File: config.mk
export PLATFORM = sky130hd
export DESIGN_NAME = drb_reorder
export DESIGN_NICKNAME = d
export VERILOG_FILES = /design/src/rtl/drb_pkg.sv /design/src/rtl/drb_slot_map.sv /design/src/rtl/drb_slot_ctr.sv /design/src/rtl/drb_bank.sv /design/src/rtl/drb_reorder.sv
export SDC_FILE = /design/constraint.sdc
export NUM_CORES = 1
export LEC_CHECK = 0
export CAP_MARGIN = 20
export CORE_UTILIZATION = 50
export CTS_BUF_LIST = sky130_fd_sc_hd__clkbuf_2 sky130_fd_sc_hd__clkbuf_4 sky130_fd_sc_hd__clkbuf_8
export DETAILED_ROUTE_END_ITERATION = 12
export DONT_BUFFER_PORTS = 1
export PLACE_DENSITY = 0.7
export SYNTH_ARGS = -nofsm -noshare
export SYNTH_HDL_FRONTEND = slang
export SYNTH_SLANG_ARGS = --single-unit
File: constraint.sdc
create_clock -name clk -period 4.85 [get_ports clk]
set_input_delay 0.97 -clock clk [delete_from_list [all_inputs] [get_ports clk]]
set_output_delay 0.97 -clock clk [all_outputs]
set_load 0.03 [all_outputs]
File: src/rtl/drb_pkg.sv
package drb_pkg;

   // Outcome of one offered write
   typedef enum logic [1:0] {
      WR_IDLE     = 2'd0,
      WR_STORE    = 2'd1,
      WR_OCCUPIED = 2'd2,
      WR_RANGE    = 2'd3
   } wr_verdict_e;

   function automatic bit is_pow2(input int unsigned v);
      return (v != 0) && ((v & (v - 1)) == 0);
   endfunction

endpackage

File: src/rtl/drb_slot_map.sv
// Splits the low bits of a departure time into bank select and entry index.
module drb_slot_map #(
   parameter int unsigned IDX_W = 4
) (
   input  logic [IDX_W:0]   slot_lo,
   output logic [IDX_W-1:0] idx,
   output logic             bank
);
   assign idx  = slot_lo[IDX_W-1:0];
   assign bank = slot_lo[IDX_W];
endmodule

File: src/rtl/drb_slot_ctr.sv
// Free-running departure slot counter.
module drb_slot_ctr #(
   parameter int unsigned TIME_W = 12
) (
   input  logic              clk,
   input  logic              rst_n,
   output logic [TIME_W-1:0] now
);
   always_ff @(posedge clk) begin
      if (!rst_n) now <= '0;
      else        now <= now + 1'b1;
   end
endmodule

File: src/rtl/drb_bank.sv
// One bank of cell storage: per-entry valid bits plus a payload array.
module drb_bank #(
   parameter int unsigned DEPTH  = 16,
   parameter int unsigned DATA_W = 16,
   localparam int unsigned IDX_W = $clog2(DEPTH)
) (
   input  logic              clk,
   input  logic              rst_n,
   input  logic              wr_en,
   input  logic [IDX_W-1:0]  wr_idx,
   input  logic [DATA_W-1:0] wr_data,
   input  logic              rd_en,
   input  logic [IDX_W-1:0]  rd_idx,
   output logic              wr_occ,
   output logic              rd_valid,
   output logic [DATA_W-1:0] rd_data
);
   logic [DEPTH-1:0]  live_q;
   logic [DATA_W-1:0] cell_q [DEPTH];

   for (genvar e = 0; e < DEPTH; e++) begin : g_entry
      always_ff @(posedge clk) begin
         if (!rst_n)
            live_q[e] <= 1'b0;
         else if (wr_en && (wr_idx == IDX_W'(e)))
            live_q[e] <= 1'b1;
         else if (rd_en && (rd_idx == IDX_W'(e)))
            live_q[e] <= 1'b0;
      end
   end

   always_ff @(posedge clk) begin
      if (wr_en) cell_q[wr_idx] <= wr_data;
   end

   assign wr_occ   = live_q[wr_idx];
   assign rd_valid = live_q[rd_idx];
   assign rd_data  = cell_q[rd_idx];
endmodule

File: src/rtl/drb_reorder.sv
module drb_reorder
   import drb_pkg::*;
#(
   parameter int unsigned SECT_CELLS  = 4,
   parameter int unsigned SLOT_CYCLES = 4,
   parameter int unsigned DATA_W      = 16,
   parameter int unsigned TIME_W      = 12
) (
   input  logic              clk,
   input  logic              rst_n,
   input  logic              wr_valid,
   input  logic [TIME_W-1:0] wr_time,
   input  logic [DATA_W-1:0] wr_data,
   output logic              out_valid,
   output logic [DATA_W-1:0] out_data,
   output logic [TIME_W-1:0] out_slot,
   output logic              wr_err
);
   localparam int unsigned DEPTH  = SECT_CELLS * SLOT_CYCLES;
   localparam int unsigned IDX_W  = $clog2(DEPTH);
   localparam int unsigned WINDOW = 2 * DEPTH;

   // Elaboration-time configuration checks
   if (!is_pow2(DEPTH)) begin : g_bad_depth
      $error("drb_reorder: SECT_CELLS*SLOT_CYCLES must be a power of two");
   end
   if (TIME_W <= IDX_W + 1) begin : g_bad_time
      $error("drb_reorder: TIME_W must exceed log2(2*DEPTH)");
   end
   if (DATA_W == 0) begin : g_bad_data
      $error("drb_reorder: DATA_W must be nonzero");
   end

   logic [TIME_W-1:0] now;
   logic [IDX_W-1:0]  w_idx, r_idx;
   logic              w_bank, r_bank;
   logic [TIME_W-1:0] ahead;
   logic              in_window, hit_occ;
   wr_verdict_e       verdict;

   logic              bank_occ   [2];
   logic              bank_rval  [2];
   logic [DATA_W-1:0] bank_rdata [2];

   drb_slot_ctr #(.TIME_W(TIME_W)) ctr_i (
      .clk   (clk),
      .rst_n (rst_n),
      .now   (now)
   );

   drb_slot_map #(.IDX_W(IDX_W)) wmap_i (
      .slot_lo (wr_time[IDX_W:0]),
      .idx     (w_idx),
      .bank    (w_bank)
   );

   drb_slot_map #(.IDX_W(IDX_W)) rmap_i (
      .slot_lo (now[IDX_W:0]),
      .idx     (r_idx),
      .bank    (r_bank)
   );

   // Distance ahead of the slot being drained; zero or beyond the window is refused
   assign ahead     = wr_time - now;
   assign in_window = (ahead != '0) && (ahead < TIME_W'(WINDOW));
   assign hit_occ   = bank_occ[w_bank];

   always_comb begin
      if (!wr_valid)       verdict = WR_IDLE;
      else if (!in_window) verdict = WR_RANGE;
      else if (hit_occ)    verdict = WR_OCCUPIED;
      else                 verdict = WR_STORE;
   end

   for (genvar bk = 0; bk < 2; bk++) begin : g_bank
      drb_bank #(.DEPTH(DEPTH), .DATA_W(DATA_W)) bank_i (
         .clk      (clk),
         .rst_n    (rst_n),
         .wr_en    ((verdict == WR_STORE) && (w_bank == 1'(bk))),
         .wr_idx   (w_idx),
         .wr_data  (wr_data),
         .rd_en    (r_bank == 1'(bk)),
         .rd_idx   (r_idx),
         .wr_occ   (bank_occ[bk]),
         .rd_valid (bank_rval[bk]),
         .rd_data  (bank_rdata[bk])
      );
   end

   always_ff @(posedge clk) begin
      if (!rst_n) begin
         out_valid <= 1'b0;
         out_data  <= '0;
         out_slot  <= '1;
         wr_err    <= 1'b0;
      end else begin
         out_valid <= bank_rval[r_bank];
         out_data  <= bank_rval[r_bank] ? bank_rdata[r_bank] : '0;
         out_slot  <= now;
         wr_err    <= (verdict == WR_OCCUPIED) || (verdict == WR_RANGE);
      end
   end
endmodule

==> impl_metrics.json <==
{
  "status": "finished, final reports clean",
  "io_pins": 61,
  "yosysSeqAreaShare_pct": 71.7,
  "synth-edff-count": 512,
  "seq_area_sq_um": 16900,
  "holdCritStartpoint": "rst_n",
  "slew_headroom_pct": 37.1,
  "initial_core_util_pct": 50.6,
  "power_density_nw_per_um2": 398,
  "synth_cells": 1236,
  "vias_per_cell": 6.24,
  "multi_input_comb_area_sq_um": 6470,
  "layout_common_cells": "512 x edfxtp_1, 170 x mux4_2, 104 x clkbuf_8",
  "start_kind": "flop",
  "synth.avg_cell_area_sq_um": 19.0,
  "ant_nets": 0,
  "dp_hpwl_microns": 34000,
  "synth-seq-cells": 586,
  "crit_arrival_ps": 4350,
  "ys_warn_count": 0,
  "synth_fp_nets": 1284,
  "cp-startpoint": "ctr_i.now[3]",
  "netlist_area_sq_um": 23500,
  "finalHoldViolations": 0,
  "required_ps": 5200,
  "gp_congestion": 0.891,
  "die_w_microns": 219,
  "antennaDiodeCount": 0,
  "dieArea_sq_um": 47900,
  "core_sq_um": 46500,
  "cp_top_family": "compound AO/OA/AOI/OAI gates",
  "maxCapViolCount": 0,
  "final_common_cell": "edfxtp_1",
  "drive_gt1_share_pct": 32.0,
  "drt_iter0_markers": 1628,
  "cts_setup_buffers": 0,
  "path_class": "flop to flop",
  "postRouteWirelength_microns": 55300,
  "crit_chain": "clkinv_1 -> ha_1 -> a21o_1 -> nor3_2 -> a2111oi_0 -> a31o_1 -> a2111oi_4 -> nand4_4 -> buf_4 -> nor4_2 -> buf_4",
  "vdd_drop_max_uv": 346,
  "critical_path.most_common_cell": "buf_4",
  "tns_ps": 0,
  "final_cells": 1999,
  "setup_viol": 0,
  "clkLatencyLatePin_ps": 660,
  "place_inst": 1828,
  "rows": 79,
  "portBuffers": 0,
  "postCtsResizedCells": 0,
  "crit_fanout": 12,
  "fmax_ghz": 0.249,
  "vias": 12482,
  "layout-area-overhead-vs-synth_pct": 13.4,
  "grt_pass1_vias": 12607,
  "critical-path-max-stage-delay_ps": 490,
  "filler_cell_count": 3424,
  "slew_violations": 0,
  "path_buf_inv": 3,
  "avgRoutedWirePerCell_microns": 27.6,
  "cts_max_level": 3,
  "cts_buffer_depth": 3,
  "nets": 1363,
  "r2r-start": "ctr_i.now[3]",
  "leakagePower_nw": 8.49,
  "die_h_microns": 219,
  "grt_max_degree": 105,
  "clock_skew_ps": 20.6,
  "cts_buffers": 92,
  "crit_path_top_delay_cell": "ha_1",
  "synth_flop_cell": "edfxtp_1",
  "rsz0062_at_grt": "false",
  "hold_path.class": "input pin to flop",
  "clockRootBuffer": "clkbuf_8",
  "grt_first_pass_wirelength_microns": 82300,
  "cts_tree": "yes",
  "min_period_over_period_pct": 82.6,
  "cts.sinks": 586,
  "drc": 0,
  "async_flop_share_pct": 0,
  "antenna_found_initial": 1,
  "path_clk_slew_ps": 60,
  "worst-slew-pin-transition_ps": 943,
  "setup.worst_path.end_class": "flop",
  "grt_overflow": 0,
  "cts_hold_buffers": 0,
  "period_needed_ps": 4010,
  "firstDrtPassIters": 5,
  "yosysUniqueCellTypes": 59,
  "grtUsageTotal_pct": 24.1
}
-- layout make-up --
class / instances / area share [%]
repair buffers: 60 / 1.74
clock inverters: 27 / 1.17
clock buffers: 144 / 6.49
multi-input cells: 559 / 24.3
inverters: 16 / 0.225
flip-flops and latches: 586 / 63.2
well taps: 607 / 2.85
-- power by group --
| part | total, mW | switching [mW] | internal (mW) |
|---|---|---|---|
| combinational | 0.574 | 0.312 | 0.262 |
| clock | 4.54 | 1.89 | 2.65 |
| sequential | 5.51 | 0.0245 | 5.49 |
| total | 10.6 | 2.23 | 8.39 |
-- registers in the layout (all words and copies together) (netlist names) --
name                  cells
ctr_i.now                12
g_bank.bank_i.cell_q    512
g_bank.bank_i.live_q     32
out_data                 16
out_slot                 12
out_valid                 1
wr_err                    1
-- through the flow --
stage | power, mW | hold WS, ps | cell area, sq um | util (%) | setup WS (ps)
finish | 10.6 | 388 | 26700 | 57.4 | 842
global route | 10.9 | 343 | 26700 | 57.4 | 586
CTS | 10.7 | 337 | 26700 | 57.4 | 826
detailed placement | 6.19 | 482 | 24600 | 53.0 | 547
global placement | 6.19 | 475 | 24600 | 53.0 | 588
floorplan | 6.04 | 453 | 23500 | - | -466
-- path summary, 6_finish.rpt --
path | cells after the start | to | slack (ps)
worst min-delay path | 1 | out_slot[3] | 390
worst min register to register | 2 | out_slot[10] | 490
worst max-delay path | 11 | g_bank[1].bank_i.cell_q[8][12] | 840
worst max register to register | 11 | g_bank[1].bank_i.cell_q[8][12] | 840
-- worst reg2reg max path, cell delays in order, from the launching register on --
cell and delay (ps):
dfxtp_2 320, clkinv_1 330, ha_1 490, a21o_1 210, nor3_2 170, a2111oi_0 130, a31o_1 230, a2111oi_4 460
nand4_4 400, buf_4 360, nor4_2 320, buf_4 270
-- routing by layer --
metal,track usage [%],share of wire (%)
met5,0,0
met4,8.13,2.8
met3,6.00,9.7
met2,37.4,48
met1,33.4,39
-- cell usage after synthesis, types with 13 or more instances --
master	number	area, sq um
a21oi_1	22	110
buf_2	24	120
clkbuf_1	36	135
dfxtp_1	74	1480
edfxtp_1	512	15400
ha_1	17	213
inv_1	13	48.8
mux4_2	170	3830
nand2_1	92	345
nand3_1	56	280
nor2_1	20	75.1
nor4_1	26	163
o31ai_1	24	180
-- cells by family after synthesis --
group           share of synthesized area [%]
flops                                    71.7
simple gates                             5.31
mux                                      17.1
buf+inv                                  1.66
compound gates                           2.74
fa+ha+maj                               0.905
xor+xnor                                0.559
(Power assumes the default switching activity.)
